`config.mk`:
```
export PLATFORM = sky130hd
export DESIGN_NAME = rom_bank_tracker
export DESIGN_NICKNAME = d
export VERILOG_FILES = /design/src/rtl/rbs_pkg.sv /design/src/rtl/rbs_op_decode.sv /design/src/rtl/rbs_pair_regs.sv /design/src/rtl/rbs_bank_mux.sv /design/src/rtl/rom_bank_tracker.sv
export SDC_FILE = /design/constraint.sdc
export NUM_CORES = 1
export LEC_CHECK = 0
export CAP_MARGIN = 10
export CORE_MARGIN = 2
export CORE_UTILIZATION = 41
export CTS_CLUSTER_DIAMETER = 150
export DETAILED_ROUTE_END_ITERATION = 10
export PLACE_DENSITY = 0.89
export SYNTH_ARGS = -nofsm -noshare
export SYNTH_HDL_FRONTEND = slang
export SYNTH_HIERARCHICAL = 1
export SYNTH_SLANG_ARGS = --single-unit
export TNS_END_PERCENT = 100
```
`constraint.sdc`:
```
create_clock -name clk -period 2.47 [get_ports clk]
set_clock_uncertainty 0.15 [all_clocks]
set_input_delay 0.6175 -clock clk [delete_from_list [all_inputs] [get_ports clk]]
set_output_delay 0.6175 -clock clk [all_outputs]
set_load 0.02 [all_outputs]
```
`src/rtl/rbs_pkg.sv`:
```
package rbs_pkg;
  typedef logic [1:0] bank_t;

  // Bank-enable opcode: bits 9:8 = 01, bits 5:0 = 0, slot field in bits 7:6
  function automatic logic is_bank_op(input logic [9:0] w);
    return (w[9:8] == 2'b01) && (w[5:0] == 6'd0);
  endfunction

  function automatic bank_t op_slot(input logic [9:0] w, input bit fix_order);
    return fix_order ? {w[6], w[7]} : w[7:6];
  endfunction
endpackage

```
`src/rtl/rbs_op_decode.sv`:
```
module rbs_op_decode #(
  parameter int WORD_W    = 10,
  parameter bit FIX_ORDER = 1'b0
) (
  input  logic              valid,
  input  logic [WORD_W-1:0] word,
  output logic              hit,
  output rbs_pkg::bank_t    slot
);
  localparam int FIELD_LO = 6;

  logic [1:0] field;

  assign field = word[FIELD_LO+1:FIELD_LO];
  assign hit   = valid && (word[WORD_W-1:WORD_W-2] == 2'b01)
                 && (word[FIELD_LO-1:0] == '0);

  generate
    if (FIX_ORDER) begin : g_fixed
      assign slot = {field[0], field[1]};
    end else begin : g_direct
      assign slot = field;
    end
  endgenerate
endmodule

```
`src/rtl/rbs_pair_regs.sv`:
```
module rbs_pair_regs #(
  parameter int PAIR_W     = 3,
  parameter int FIRST_PAIR = 3,
  parameter int NUM_PAIRS  = 5
) (
  input  logic                              clk,
  input  logic                              rst_n,
  input  logic                              clr,
  input  logic                              wr_en,
  input  logic [PAIR_W-1:0]                 wr_pair,
  input  rbs_pkg::bank_t                    wr_slot,
  output rbs_pkg::bank_t [NUM_PAIRS-1:0]    banks
);
  generate
    for (genvar k = 0; k < NUM_PAIRS; k++) begin : g_pair
      logic sel;
      assign sel = wr_en && (wr_pair == PAIR_W'(FIRST_PAIR + k));
      always_ff @(posedge clk or negedge rst_n) begin
        if (!rst_n)      banks[k] <= '0;
        else if (clr)    banks[k] <= '0;
        else if (sel)    banks[k] <= wr_slot;
      end
    end
  endgenerate
endmodule

```
`src/rtl/rbs_bank_mux.sv`:
```
module rbs_bank_mux #(
  parameter int PAIR_W     = 3,
  parameter int FIRST_PAIR = 3,
  parameter int NUM_PAIRS  = 5
) (
  input  rbs_pkg::bank_t [NUM_PAIRS-1:0] banks,
  input  logic [PAIR_W-1:0]              rd_pair,
  output rbs_pkg::bank_t                 bank_sel
);
  always_comb begin
    bank_sel = '0;
    for (int k = 0; k < NUM_PAIRS; k++) begin
      if (rd_pair == PAIR_W'(FIRST_PAIR + k)) bank_sel = banks[k];
    end
  end
endmodule

```
`src/rtl/rom_bank_tracker.sv`:
```
module rom_bank_tracker #(
  parameter int ADDR_W            = 16,
  parameter int WORD_W            = 10,
  parameter int PAGE_W            = 4,
  parameter int FIRST_BANKED_PAGE = 6,
  parameter bit FIX_ORDER         = 1'b0
) (
  input  logic              clk,
  input  logic              rst_n,
  input  logic              pwr_on,
  input  logic [ADDR_W-1:0] fetch_addr,
  input  logic [WORD_W-1:0] fetch_word,
  input  logic              fetch_valid,
  output logic [1:0]        bank_sel
);
  localparam int PAIR_W     = PAGE_W - 1;
  localparam int ALL_PAIRS  = 2 ** PAIR_W;
  localparam int FIRST_PAIR = FIRST_BANKED_PAGE / 2;
  localparam int NUM_PAIRS  = ALL_PAIRS - FIRST_PAIR;

  logic [PAIR_W-1:0]              pair;
  logic                           op_hit;
  rbs_pkg::bank_t                 op_slot;
  logic                           wr_en;
  rbs_pkg::bank_t [NUM_PAIRS-1:0] banks;
  rbs_pkg::bank_t                 sel;

  assign pair  = fetch_addr[ADDR_W-1 -: PAIR_W];
  assign wr_en = op_hit && (pair >= PAIR_W'(FIRST_PAIR));

  rbs_op_decode #(.WORD_W(WORD_W), .FIX_ORDER(FIX_ORDER)) u_dec (
    .valid (fetch_valid),
    .word  (fetch_word),
    .hit   (op_hit),
    .slot  (op_slot)
  );

  rbs_pair_regs #(.PAIR_W(PAIR_W), .FIRST_PAIR(FIRST_PAIR), .NUM_PAIRS(NUM_PAIRS)) u_regs (
    .clk     (clk),
    .rst_n   (rst_n),
    .clr     (pwr_on),
    .wr_en   (wr_en),
    .wr_pair (pair),
    .wr_slot (op_slot),
    .banks   (banks)
  );

  rbs_bank_mux #(.PAIR_W(PAIR_W), .FIRST_PAIR(FIRST_PAIR), .NUM_PAIRS(NUM_PAIRS)) u_mux (
    .banks    (banks),
    .rd_pair  (pair),
    .bank_sel (sel)
  );

  assign bank_sel = sel;
endmodule

```
==> run_summary.xml, run 1 <==
<?xml version="1.0" encoding="UTF-8"?>
<metrics>
  <group name="outcome">
    <metric name="status" unit="">complete, no violations</metric>
  </group>
  <group name="worst_setup_path">
    <metric name="timing.critical_path.fanout_max" unit="">5</metric>
    <metric name="worstReg2RegStart" unit="">u_regs/banks[5]</metric>
    <metric name="worst-setup-path-type" unit="">in2out</metric>
    <metric name="critPathLaunch" unit="">fetch_addr[13]</metric>
    <metric name="cp_cell_instances" unit="">clkdlybuf4s15_2, mux2_2, nand2_1, o21ai_0, dlygate4sd1_1</metric>
    <metric name="max_stage_delay" unit="ns">0.36</metric>
    <metric name="crit_path_end_kind" unit="">output pin</metric>
    <metric name="data_arrival_time_of_the_critical_path" unit="ns">1.64</metric>
    <metric name="worst_ep_required_time" unit="ns">1.70</metric>
    <metric name="worst-r2r-setup-slack" unit="ns">1.67</metric>
    <metric name="worstSetupStartpointType" unit="">primary input</metric>
    <metric name="timing.critical_path.slowest_stage_cell" unit="">sky130_fd_sc_hd__mux2_2</metric>
    <metric name="r2r_end" unit="">u_regs/banks[5]</metric>
    <metric name="r2r.worst_path.cells" unit="">2</metric>
  </group>
  <group name="routing">
    <metric name="drtIter0Drc" unit="">9</metric>
    <metric name="routed-via-count" unit="">508</metric>
    <metric name="dr.pass1.iters" unit="">4</metric>
    <metric name="drc" unit="">0</metric>
    <metric name="wl" unit="um">1310</metric>
    <metric name="route.detailed.vias_per_inst" unit="">5.35</metric>
    <metric name="routed_wire_length_per_instance" unit="um">13.8</metric>
    <metric name="ant_nets" unit="">0</metric>
  </group>
  <group name="timing">
    <metric name="hold_viol_final" unit="">0</metric>
    <metric name="worstMarginPinSlew" unit="ns">0.440</metric>
    <metric name="maxSlewViolCount" unit="">0</metric>
    <metric name="clock.fmax" unit="GHz">0.415</metric>
    <metric name="layout_worst_path_cycle_share" unit="%">97.5</metric>
    <metric name="slew_headroom" unit="%">70.6</metric>
    <metric name="rsz0062_at_grt" unit="">no</metric>
    <metric name="period_needed" unit="ns">2.41</metric>
    <metric name="layout_setup_ws" unit="ns">0.0627</metric>
    <metric name="setup_failing_eps_final" unit="">0</metric>
  </group>
  <group name="power_and_ir_drop">
    <metric name="p_leak" unit="nW">0.419</metric>
    <metric name="total_power" unit="mW">0.317</metric>
    <metric name="worst_vdd_ir" unit="V">0.000336</metric>
    <metric name="pwr_density_cell" unit="mW/mm^2">377</metric>
  </group>
  <group name="grt">
    <metric name="antenna_found_initial" unit="">0</metric>
    <metric name="grt_first_pass_wirelength" unit="um">2130</metric>
    <metric name="overflow" unit="">0</metric>
    <metric name="grt_max_degree" unit="">13</metric>
    <metric name="number_of_global_route_vias_before_repair" unit="">492</metric>
    <metric name="grt.total_usage" unit="%">16.0</metric>
  </group>
  <group name="finish">
    <metric name="syn2layout_area_growth" unit="%">36.0</metric>
    <metric name="largest_reg_flops" unit="">10</metric>
    <metric name="post-route-util" unit="%">57.9</metric>
    <metric name="layout_top_registers" unit="">u_regs/banks (10)</metric>
    <metric name="num_antenna_cells" unit="">0</metric>
    <metric name="design.final.nets" unit="">111</metric>
    <metric name="regMostFlops" unit="">u_regs/banks</metric>
    <metric name="post_route_cells_drive_above_1_share" unit="%">15.2</metric>
  </group>
  <group name="synth">
    <metric name="post_synth_xor_area_fraction" unit="%">0</metric>
    <metric name="ys_seq_elements" unit="">10</metric>
    <metric name="synth_area_per_cell" unit="um^2">10.9</metric>
    <metric name="ys_types" unit="">21</metric>
    <metric name="seq_area_frac_synth" unit="%">40.4</metric>
    <metric name="synth.net_count" unit="">87</metric>
    <metric name="netlist_area" unit="um^2">619</metric>
    <metric name="synth-main-ff-cell" unit="">sky130_fd_sc_hd__dfrtp_1</metric>
    <metric name="yosys.area.top_type" unit="">sky130_fd_sc_hd__dfrtp_1</metric>
    <metric name="synth-adder-area-share" unit="%">0</metric>
    <metric name="synth-compound-area-share" unit="%">4.44</metric>
    <metric name="synthMostInstantiatedCell" unit="">sky130_fd_sc_hd__mux2i_1</metric>
    <metric name="synthArstFlopShare" unit="%">100</metric>
    <metric name="yosys-top-cells-count" unit="">sky130_fd_sc_hd__mux2i_1, sky130_fd_sc_hd__nand2b_1, sky130_fd_sc_hd__dfrtp_1</metric>
    <metric name="yosysTopAreaCellShare" unit="%">40.4</metric>
    <metric name="synth_edf_count" unit="">0</metric>
    <metric name="synthesis.yosys.warnings" unit="">6</metric>
    <metric name="synth_top_family_by_area" unit="">simple AND/OR/NAND/NOR gates</metric>
    <metric name="synthesis.instances" unit="">57</metric>
    <metric name="fraction_of_the_mapped_netlist_area_in_simple_logic_gates" unit="%">29.3</metric>
    <metric name="synth.mux.area_fraction" unit="%">22.8</metric>
    <metric name="synthTopCellsByArea" unit="">sky130_fd_sc_hd__dfrtp_1, sky130_fd_sc_hd__mux2i_1, sky130_fd_sc_hd__nand2b_1, sky130_fd_sc_hd__nand4b_1, sky130_fd_sc_hd__buf_4</metric>
  </group>
  <group name="placed_design">
    <metric name="place.port_buffers" unit="">18</metric>
    <metric name="gp_congestion" unit="">0.742</metric>
    <metric name="dp_hpwl" unit="um">1040</metric>
    <metric name="preCtsSetupSlack" unit="ns">-0.618</metric>
  </group>
  <group name="worst_hold_path">
    <metric name="worstHoldEndpoint" unit="">u_regs/banks[1]</metric>
    <metric name="holdCritStartpoint" unit="">u_regs/banks[1]</metric>
    <metric name="worst_hold_path.num_cells" unit="">2</metric>
    <metric name="min-delay-path-class" unit="">reg2reg</metric>
  </group>
  <group name="clock_network">
    <metric name="cts.sink_count" unit="">10</metric>
    <metric name="cts-buffers-inserted" unit="">3</metric>
    <metric name="total_of_hold_buffers_inserted_after_clock_tree_synthesis" unit="">0</metric>
    <metric name="clock_latency" unit="ns">0.25</metric>
    <metric name="clock_tree.htree_level_count" unit="">1</metric>
    <metric name="cts_tree" unit="">built</metric>
    <metric name="cts.reportedPaths.clkPinSlew" unit="ns">0.05</metric>
    <metric name="clockBufferDepth" unit="">2</metric>
    <metric name="cts-root-buf" unit="">sky130_fd_sc_hd__clkbuf_4</metric>
  </group>
  <group name="die">
    <metric name="initial_utilization" unit="%">42.6</metric>
    <metric name="rows" unit="">14</metric>
    <metric name="total_core_area" unit="mm^2">0.00145</metric>
    <metric name="die_y" unit="um">42.9</metric>
    <metric name="design.portCount" unit="">32</metric>
    <metric name="width_of_the_die" unit="um">42.9</metric>
    <metric name="fp.dieArea" unit="mm^2">0.00184</metric>
  </group>
  <group name="flow_run">
    <metric name="drv_cap" unit="">0</metric>
  </group>
</metrics>
==> worst max path at each step <==
stage / to / slack [ns]
2_1_floorplan: bank_sel[0] / 0.37
6_report: bank_sel[0] / 0.06
5_1_grt: bank_sel[0] / 0.002
3_5_place_dp: bank_sel[1] / -0.62
3_3_place_gp: bank_sel[1] / -0.62
4_1_cts: bank_sel[0] / 0.01
==> cells in the final DEF (no fill, tap or decap) <==
cell                              Yosys  final
sky130_fd_sc_hd__clkdlybuf4s50_1      0     13
sky130_fd_sc_hd__mux2i_1             13     13
sky130_fd_sc_hd__nand2b_1            12     12
sky130_fd_sc_hd__dfrtp_1             10     10
sky130_fd_sc_hd__buf_4                2      4
sky130_fd_sc_hd__clkbuf_4             0      3
sky130_fd_sc_hd__nor3b_1              2      2
sky130_fd_sc_hd__nand2_1              2      2
sky130_fd_sc_hd__nand4b_1             2      2
sky130_fd_sc_hd__a21oi_1              1      1
sky130_fd_sc_hd__nor2b_1              1      1
sky130_fd_sc_hd__clkdlybuf4s15_2      0      1
sky130_fd_sc_hd__dlygate4sd2_1        0      1
sky130_fd_sc_hd__clkbuf_2             0      1
sky130_fd_sc_hd__dlygate4sd1_1        0      1
sky130_fd_sc_hd__buf_2                0      1
sky130_fd_sc_hd__nor4_1               1      1
sky130_fd_sc_hd__and4b_1              1      1
sky130_fd_sc_hd__mux2_2               1      1
sky130_fd_sc_hd__and3b_1              1      1
sky130_fd_sc_hd__a2bb2oi_1            1      1
sky130_fd_sc_hd__o21ai_0              1      1
sky130_fd_sc_hd__nor2_1               1      1
sky130_fd_sc_hd__a211o_1              1      1
sky130_fd_sc_hd__and4b_4              1      1
sky130_fd_sc_hd__nand4bb_1            1      1
sky130_fd_sc_hd__nand4_1              1      1
==> critical path: cells and delay by family <==
| kind | cells | cell delay [ns] |
|---|---|---|
| buf+inv | 2 | 0.53 |
| mux | 1 | 0.36 |
| compound gates | 1 | 0.06 |
| simple gates | 1 | 0.07 |
==> metrics by stage <==
stage,setup TNS (ns),area [um^2],hold WS [ns],cells
floorplan,0,619,0.172,57
global placement,-1.16,831,0.376,92
detailed placement,-1.16,831,0.386,92
CTS,0,853,0.400,95
global route,0,842,0.423,95
finish,0,842,0.392,95
==> what timing repair did <==
item                       4_1_cts  5_1_grt
gates resized for setup         10        4
setup buffers                    0        0
setup endpoints to repair        2        2
==> per-layer routing <==
layer / part of all wire [%] / GRT usage [%]
met1: 43 / 18.3
met2: 49 / 26.1
met3: 7.9 / 4.68
met4: 0 / 9.38
met5: 0 / 0
==> where the power goes <==
| part | leakage [nW] | switching [mW] | internal [mW] | total, mW |
|---|---|---|---|---|
| sequential | 0.140 | 0.0000102 | 0.164 | 0.164 |
| combinational | 0.266 | 0.0182 | 0.0315 | 0.0497 |
| clock | 0.0138 | 0.0480 | 0.0559 | 0.104 |
==> logic make-up after synthesis <==
kind of cell    count (synthesis)
buf+inv                         3
mux                            14
flops                          10
compound gates                  4
simple gates                   26
==> final cells by class <==
| type | instances | area (um^2) |
|---|---|---|
| fill | 133 | 612 |
| tap | 16 | 20.0 |
| sequential | 10 | 250 |
| clock buffer | 3 | 22.5 |
| timing repair buffer | 22 | 199 |
| multi-input combinational | 44 | 350 |
Power figures use the tool's default switching activity.
==> run 2: changes to the inputs <==
--- a/config.mk
+++ b/config.mk
@@ -8,7 +8,8 @@
 export CAP_MARGIN = 10
+export CORE_ASPECT_RATIO = 1.25
 export CORE_MARGIN = 2
-export CORE_UTILIZATION = 41
+export CORE_UTILIZATION = 38
 export CTS_CLUSTER_DIAMETER = 150
 export DETAILED_ROUTE_END_ITERATION = 10
-export PLACE_DENSITY = 0.89
+export PLACE_DENSITY = 0.83
 export SYNTH_ARGS = -nofsm -noshare
==> constraint.sdc (replaced) <==
create_clock -name clk -period 2.23 [get_ports clk]
set_clock_uncertainty 0.15 [all_clocks]
set_input_delay 0.669 -clock clk [delete_from_list [all_inputs] [get_ports clk]]
set_output_delay 0.669 -clock clk [all_outputs]
set_load 0.02 [all_outputs]
==> run 2 against run 1 <==
Die area up 7.3%. Sequential power up 10%. Utilization up 2.2 points. First-iteration DRC count down 67%. Register-to-register slack worse by 0.26 ns. Sequential share of layout area down 2.7 points. Clock power up 16%. Wire length up 11%. Cell count up 4.2%. Critical path depth down 1. Setup slack worse by 0.062 ns.
==> run_summary.xml, run 2 (synthesis results as in run 1) <==
<?xml version="1.0" encoding="UTF-8"?>
<metrics>
  <group name="outcome">
    <metric name="status" unit="">complete, no violations</metric>
  </group>
  <group name="clock_network">
    <metric name="clock_latency" unit="ns">0.26</metric>
    <metric name="cts-root-buf" unit="">sky130_fd_sc_hd__clkbuf_4</metric>
    <metric name="clock_tree.htree_level_count" unit="">1</metric>
    <metric name="cts-buffers-inserted" unit="">3</metric>
    <metric name="cts.sink_count" unit="">10</metric>
    <metric name="clockBufferDepth" unit="">2</metric>
    <metric name="post-cts-setup-buffers" unit="">0</metric>
    <metric name="cts_tree" unit="">built</metric>
    <metric name="cts.reportedPaths.clkPinSlew" unit="ns">0.06</metric>
  </group>
  <group name="placed_design">
    <metric name="gp_congestion" unit="">0.803</metric>
    <metric name="preCtsSetupSlack" unit="ns">-0.987</metric>
    <metric name="place.port_buffers" unit="">18</metric>
    <metric name="dp_hpwl" unit="um">1150</metric>
  </group>
  <group name="power_and_ir_drop">
    <metric name="intPower" unit="mW">0.284</metric>
    <metric name="combinational_power_share" unit="%">17.4</metric>
    <metric name="total_power" unit="mW">0.366</metric>
    <metric name="power.sequential.fraction" unit="%">49.5</metric>
    <metric name="p_leak" unit="nW">0.472</metric>
    <metric name="power_switching_share" unit="%">22.5</metric>
    <metric name="worst_vdd_ir" unit="V">0.000388</metric>
    <metric name="power.clock.fraction" unit="%">33.1</metric>
    <metric name="switching_power" unit="mW">0.0823</metric>
    <metric name="pwr_density_cell" unit="mW/mm^2">395</metric>
  </group>
  <group name="timing">
    <metric name="fin_setup_tns" unit="ns">0</metric>
    <metric name="clock.fmax" unit="GHz">0.448</metric>
    <metric name="hold_viol_final" unit="">0</metric>
    <metric name="worstMarginPinSlew" unit="ns">0.453</metric>
    <metric name="layout_worst_path_cycle_share" unit="%">100</metric>
    <metric name="rsz0062_at_grt" unit="">yes</metric>
    <metric name="slew_headroom" unit="%">69.7</metric>
    <metric name="setup_failing_eps_final" unit="">0</metric>
    <metric name="period_needed" unit="ns">2.23</metric>
    <metric name="maxSlewViolCount" unit="">0</metric>
    <metric name="layout_setup_ws" unit="ns">0.000279</metric>
  </group>
  <group name="worst_setup_path">
    <metric name="critPathTopFamily" unit="">compound AO/OA/AOI/OAI gates</metric>
    <metric name="worst-r2r-setup-slack" unit="ns">1.41</metric>
    <metric name="timing.critical_path.slowest_stage_cell" unit="">sky130_fd_sc_hd__a211o_1</metric>
    <metric name="timing.critical_path.fanout_max" unit="">5</metric>
    <metric name="worstSetupStartpointType" unit="">primary input</metric>
    <metric name="crit_path_end_kind" unit="">output pin</metric>
    <metric name="worst_ep_required_time" unit="ns">1.41</metric>
    <metric name="worst-path-buf-inv" unit="">2</metric>
    <metric name="max_stage_delay" unit="ns">0.30</metric>
    <metric name="cp_cell_instances" unit="">buf_2, and3b_1, a211o_1, buf_6</metric>
    <metric name="worst-setup-path-type" unit="">in2out</metric>
    <metric name="data_arrival_time_of_the_critical_path" unit="ns">1.41</metric>
  </group>
  <group name="die">
    <metric name="width_of_the_die" unit="um">40.1</metric>
    <metric name="design.portCount" unit="">32</metric>
    <metric name="initial_utilization" unit="%">40.2</metric>
    <metric name="rows" unit="">16</metric>
    <metric name="fp.dieArea" unit="mm^2">0.00197</metric>
    <metric name="total_core_area" unit="mm^2">0.00154</metric>
    <metric name="die_y" unit="um">49.1</metric>
  </group>
  <group name="routing">
    <metric name="dr.pass1.iters" unit="">4</metric>
    <metric name="route.detailed.vias_per_inst" unit="">5.25</metric>
    <metric name="drc" unit="">0</metric>
    <metric name="drtIter0Drc" unit="">3</metric>
    <metric name="routed_wire_length_per_instance" unit="um">14.7</metric>
    <metric name="ant_nets" unit="">0</metric>
    <metric name="routed-via-count" unit="">520</metric>
    <metric name="wl" unit="um">1460</metric>
  </group>
  <group name="grt">
    <metric name="grt.total_usage" unit="%">17.0</metric>
    <metric name="grt_first_pass_wirelength" unit="um">2300</metric>
    <metric name="number_of_global_route_vias_before_repair" unit="">536</metric>
    <metric name="antenna_found_initial" unit="">0</metric>
    <metric name="overflow" unit="">0</metric>
    <metric name="grt_max_degree" unit="">11</metric>
  </group>
  <group name="finish">
    <metric name="design.final.nets" unit="">113</metric>
    <metric name="layout_common_cells" unit="">sky130_fd_sc_hd__mux2i_1, sky130_fd_sc_hd__nand2b_1, sky130_fd_sc_hd__dfrtp_1</metric>
    <metric name="syn2layout_area_growth" unit="%">49.7</metric>
    <metric name="layout_top_registers" unit="">u_regs/banks (10)</metric>
    <metric name="post_route_cells_drive_above_1_share" unit="%">25.9</metric>
    <metric name="largest_reg_flops" unit="">10</metric>
    <metric name="regMostFlops" unit="">u_regs/banks</metric>
    <metric name="num_antenna_cells" unit="">0</metric>
  </group>
  <group name="flow_run">
    <metric name="drv_cap" unit="">0</metric>
  </group>
  <group name="worst_hold_path">
    <metric name="min-delay-path-class" unit="">reg2reg</metric>
  </group>
</metrics>
==> run 2: final timing paths <==
| path | startpoint | to | cells past startpoint |
|---|---|---|---|
| worst max-delay path | fetch_addr[14] | bank_sel[1] | 4 |
| worst min-delay path | u_regs/banks[7] | u_regs/banks[7] | 2 |
| worst max register to register | u_regs/banks[0] | u_regs/banks[0] | 2 |
| worst min register to register | u_regs/banks[7] | u_regs/banks[7] | 2 |
| max in group asynchronous | rst_n | u_regs/banks[1] | 1 |
| min in group asynchronous | rst_n | u_regs/banks[0] | 1 |
==> run 2: final cells by class <==
cell class | instances | area [um^2]
well taps | 18 | 22.5
fillers | 130 | 614
clock buffers | 3 | 22.5
repair buffers | 24 | 243
multi-input cells | 44 | 389
flip-flops and latches | 10 | 250
==> run 2: power groups by stage <==
stage / clock [mW] / combinational, mW / sequential, mW
6_report: 0.121 / 0.0639 / 0.181
5_1_grt: 0.136 / 0.0692 / 0.181
4_1_cts: 0.125 / 0.0605 / 0.181
3_5_place_dp: 0 / 0.0598 / 0.185
3_3_place_gp: 0 / 0.0587 / 0.185
2_1_floorplan: 0 / 0.0161 / 0.185
==> run 2: worst min-delay path, stage by stage, from the launching register on <==
cell                       delay, ns
sky130_fd_sc_hd__dfrtp_1        0.38
sky130_fd_sc_hd__nand2b_1       0.07
sky130_fd_sc_hd__mux2i_1        0.06
==> run 2: per-stage QoR <==
stage               area [um^2]  hold WS, ns  utilization (%)  std cells
floorplan                   619        0.223                -         57
global placement            848        0.383             55.0         96
detailed placement          848        0.391             55.0         96
CTS                         872        0.405             56.6         99
global route                927        0.418             60.1         99
finish                      927        0.405             60.1         99
==> run 2: what timing repair did <==
action / in CTS / in global routing
endpoints found under the setup margin: 10 / 11
pin swaps: 5 / 3
hold buffers: 0 / 0
gates resized for setup: 30 / 13
==> run 2: per-layer routing <==
layer  global-route usage [%]  vias to the layer above  part of all wire, %
li1                         -                      257                    -
met1                     20.4                      242                   41
met2                     28.5                       19                   51
met3                     4.11                        2                  7.1
met4                     5.17                        0                 0.62
met5                        0                        -                    0
==> run 3: changes to the inputs <==
--- a/constraint.sdc
+++ b/constraint.sdc
@@ -4,2 +4,2 @@
 set_output_delay 0.669 -clock clk [all_outputs]
-set_load 0.02 [all_outputs]
+set_load 0.01 [all_outputs]
==> run 3 against run 2 <==
Non-clock buffer count grew 1. First-iteration DRC count grew 100%. Setup slack gained 0.034 ns. Clock power is essentially flat. Combinational power is essentially flat. Wire length grew 0.27%. Cell count grew 1.0%. Total power is essentially flat. Flip-flop and latch count is the same. Global-route usage grew 0.18 points. Critical path type unchanged. Highest routed layer unchanged.
==> run_summary.xml, run 3 (synthesis results as in run 1) <==
<?xml version="1.0" encoding="UTF-8"?>
<metrics>
  <group name="grt">
    <metric name="grt_first_pass_wirelength" unit="um">2310</metric>
    <metric name="grt.total_usage" unit="%">17.2</metric>
    <metric name="grt_max_degree" unit="">11</metric>
    <metric name="antenna_found_initial" unit="">0</metric>
    <metric name="overflow" unit="">0</metric>
    <metric name="number_of_global_route_vias_before_repair" unit="">541</metric>
  </group>
  <group name="routing">
    <metric name="drc" unit="">0</metric>
    <metric name="wl" unit="um">1460</metric>
    <metric name="routed-via-count" unit="">526</metric>
    <metric name="drtIter0Drc" unit="">6</metric>
    <metric name="routed_wire_length_per_instance" unit="um">14.6</metric>
    <metric name="ant_nets" unit="">0</metric>
    <metric name="dr.pass1.iters" unit="">4</metric>
    <metric name="route.detailed.vias_per_inst" unit="">5.26</metric>
  </group>
  <group name="clock_network">
    <metric name="cts_tree" unit="">built</metric>
    <metric name="clock_tree.htree_level_count" unit="">1</metric>
    <metric name="cts-buffers-inserted" unit="">3</metric>
    <metric name="cts.reportedPaths.clkPinSlew" unit="ns">0.06</metric>
    <metric name="clockBufferDepth" unit="">2</metric>
    <metric name="cts-root-buf" unit="">sky130_fd_sc_hd__clkbuf_4</metric>
    <metric name="total_of_hold_buffers_inserted_after_clock_tree_synthesis" unit="">0</metric>
    <metric name="cts.sink_count" unit="">10</metric>
    <metric name="clock_latency" unit="ns">0.26</metric>
  </group>
  <group name="worst_setup_path">
    <metric name="worst-path-buf-inv" unit="">2</metric>
    <metric name="data_arrival_time_of_the_critical_path" unit="ns">1.38</metric>
    <metric name="max_stage_delay" unit="ns">0.25</metric>
    <metric name="timing.critical_path.slowest_stage_cell" unit="">sky130_fd_sc_hd__a211o_1</metric>
    <metric name="worst-setup-path-type" unit="">in2out</metric>
    <metric name="worstSetupStartpointType" unit="">primary input</metric>
    <metric name="crit_path_end_kind" unit="">output pin</metric>
    <metric name="cp_cell_instances" unit="">buf_8, mux2i_1, nor2_1, a211o_1, buf_2</metric>
    <metric name="critPathTopFamily" unit="">compound AO/OA/AOI/OAI gates</metric>
    <metric name="timing.critical_path.fanout_max" unit="">6</metric>
    <metric name="worst_ep_required_time" unit="ns">1.41</metric>
  </group>
  <group name="timing">
    <metric name="final.hold.worst_slack" unit="ns">0.403</metric>
    <metric name="clock.fmax" unit="GHz">0.455</metric>
    <metric name="slew_headroom" unit="%">69.9</metric>
    <metric name="layout_worst_path_cycle_share" unit="%">98.5</metric>
    <metric name="setup_failing_eps_final" unit="">0</metric>
    <metric name="rsz0062_at_grt" unit="">yes</metric>
    <metric name="period_needed" unit="ns">2.20</metric>
    <metric name="hold_viol_final" unit="">0</metric>
    <metric name="maxSlewViolCount" unit="">0</metric>
    <metric name="layout_setup_ws" unit="ns">0.0340</metric>
    <metric name="worstMarginPinSlew" unit="ns">0.450</metric>
  </group>
  <group name="power_and_ir_drop">
    <metric name="switching_power" unit="mW">0.0818</metric>
    <metric name="total_power" unit="mW">0.366</metric>
    <metric name="power.clock.fraction" unit="%">33.1</metric>
    <metric name="worst_vdd_ir" unit="V">0.000388</metric>
    <metric name="pwr_density_cell" unit="mW/mm^2">404</metric>
    <metric name="power_switching_share" unit="%">22.3</metric>
    <metric name="intPower" unit="mW">0.284</metric>
    <metric name="power.sequential.fraction" unit="%">49.5</metric>
    <metric name="combinational_power_share" unit="%">17.4</metric>
    <metric name="p_leak" unit="nW">0.463</metric>
  </group>
  <group name="die">
    <metric name="width_of_the_die" unit="um">40.1</metric>
    <metric name="design.portCount" unit="">32</metric>
    <metric name="fp.dieArea" unit="mm^2">0.00197</metric>
    <metric name="initial_utilization" unit="%">40.2</metric>
    <metric name="rows" unit="">16</metric>
    <metric name="total_core_area" unit="mm^2">0.00154</metric>
    <metric name="die_y" unit="um">49.1</metric>
  </group>
  <group name="finish">
    <metric name="multi_input_comb_area" unit="um^2">373</metric>
    <metric name="num_antenna_cells" unit="">0</metric>
    <metric name="layout.filler_cells" unit="">131</metric>
    <metric name="design_area" unit="um^2">907</metric>
    <metric name="syn2layout_area_growth" unit="%">46.5</metric>
    <metric name="largest_reg_flops" unit="">10</metric>
    <metric name="layout_top_registers" unit="">u_regs/banks (10)</metric>
    <metric name="regMostFlops" unit="">u_regs/banks</metric>
    <metric name="ff_latch_area" unit="um^2">250</metric>
    <metric name="fin_cells" unit="">100</metric>
    <metric name="layout_common_cells" unit="">sky130_fd_sc_hd__mux2i_1, sky130_fd_sc_hd__nand2b_1, sky130_fd_sc_hd__clkdlybuf4s50_1, sky130_fd_sc_hd__dfrtp_1, sky130_fd_sc_hd__buf_4</metric>
    <metric name="post_route_cells_drive_above_1_share" unit="%">25.6</metric>
    <metric name="design.final.nets" unit="">114</metric>
  </group>
  <group name="placed_design">
    <metric name="place.port_buffers" unit="">18</metric>
    <metric name="gp_congestion" unit="">0.803</metric>
    <metric name="dp_hpwl" unit="um">1150</metric>
    <metric name="dpl_cell_area" unit="um^2">848</metric>
    <metric name="preCtsSetupSlack" unit="ns">-0.927</metric>
    <metric name="place_inst" unit="">96</metric>
  </group>
  <group name="flow_run">
    <metric name="drv_cap" unit="">0</metric>
  </group>
  <group name="outcome">
    <metric name="status" unit="">complete, no violations</metric>
  </group>
  <group name="worst_hold_path">
    <metric name="min-delay-path-class" unit="">reg2reg</metric>
  </group>
</metrics>
==> run 3: changes by cell type in the layout (fill, tap and decap cells not counted), sizes merged <==
cell           previous run  this run
buf                      11        12
clkdlybuf4s50             9        10
dlymetal6s2s              4         3
==> run 3: repair_timing <==
action,4_1_cts,5_1_grt
pin swaps,6,5
endpoints found under the setup margin,10,11
resized for setup,27,10
buffers inserted,1,0
hold endpoints to repair,0,0
==> run 3: metrics by stage <==
| stage | util (%) | setup TNS (ns) |
|---|---|---|
| floorplan | - | 0 |
| CTS | 56.7 | 0 |
| global route | 58.8 | -0.0327 |
| finish | 58.8 | 0 |
| global placement | 55.0 | -3.86 |
| detailed placement | 55.0 | -4.56 |
==> run 3: worst paths after layout <==
kind,from,to,slack [ns],cells past startpoint
setup / recovery,fetch_addr[15],bank_sel[1],0.03,5
hold / removal,u_regs/banks[7],u_regs/banks[7],0.40,2
setup reg to reg,u_regs/banks[0],u_regs/banks[0],1.41,2
hold reg to reg,u_regs/banks[7],u_regs/banks[7],0.40,2
max in group asynchronous,rst_n,u_regs/banks[1],1.04,1
min in group asynchronous,rst_n,u_regs/banks[0],0.57,1
==> run 3: cell type report <==
| type | instances | share of cell area, % |
|---|---|---|
| flip-flops and latches | 10 | 27.6 |
| multi-input cells | 44 | 41.1 |
| well taps | 18 | 2.48 |
| clock buffers | 3 | 2.48 |
| repair buffers | 25 | 26.3 |
==> run 3: worst reg2reg max path: cells and delay by family (launching register included) <==
kind / cells / cell delay [ns]
DFF: 1 / 0.40
muxes: 1 / 0.07
and+or+nand+nor: 1 / 0.08
==> run 3: per-layer routing <==
metal | up-vias | global-route usage, % | part of all wire (%)
li1 | 260 | - | -
met1 | 247 | 19.5 | 41
met2 | 17 | 29.8 | 52
met3 | 2 | 4.11 | 6.2
met4 | 0 | 5.17 | 0.62
met5 | - | 0 | 0
==> run 3: power by group through the flow <==
stage	Combinational [mW]	Sequential [mW]	Clock (mW)
2_1_floorplan	0.0161	0.185	0
5_1_grt	0.0687	0.181	0.136
6_report	0.0637	0.181	0.121
4_1_cts	0.0618	0.181	0.125
3_3_place_gp	0.0587	0.185	0
3_5_place_dp	0.0598	0.185	0
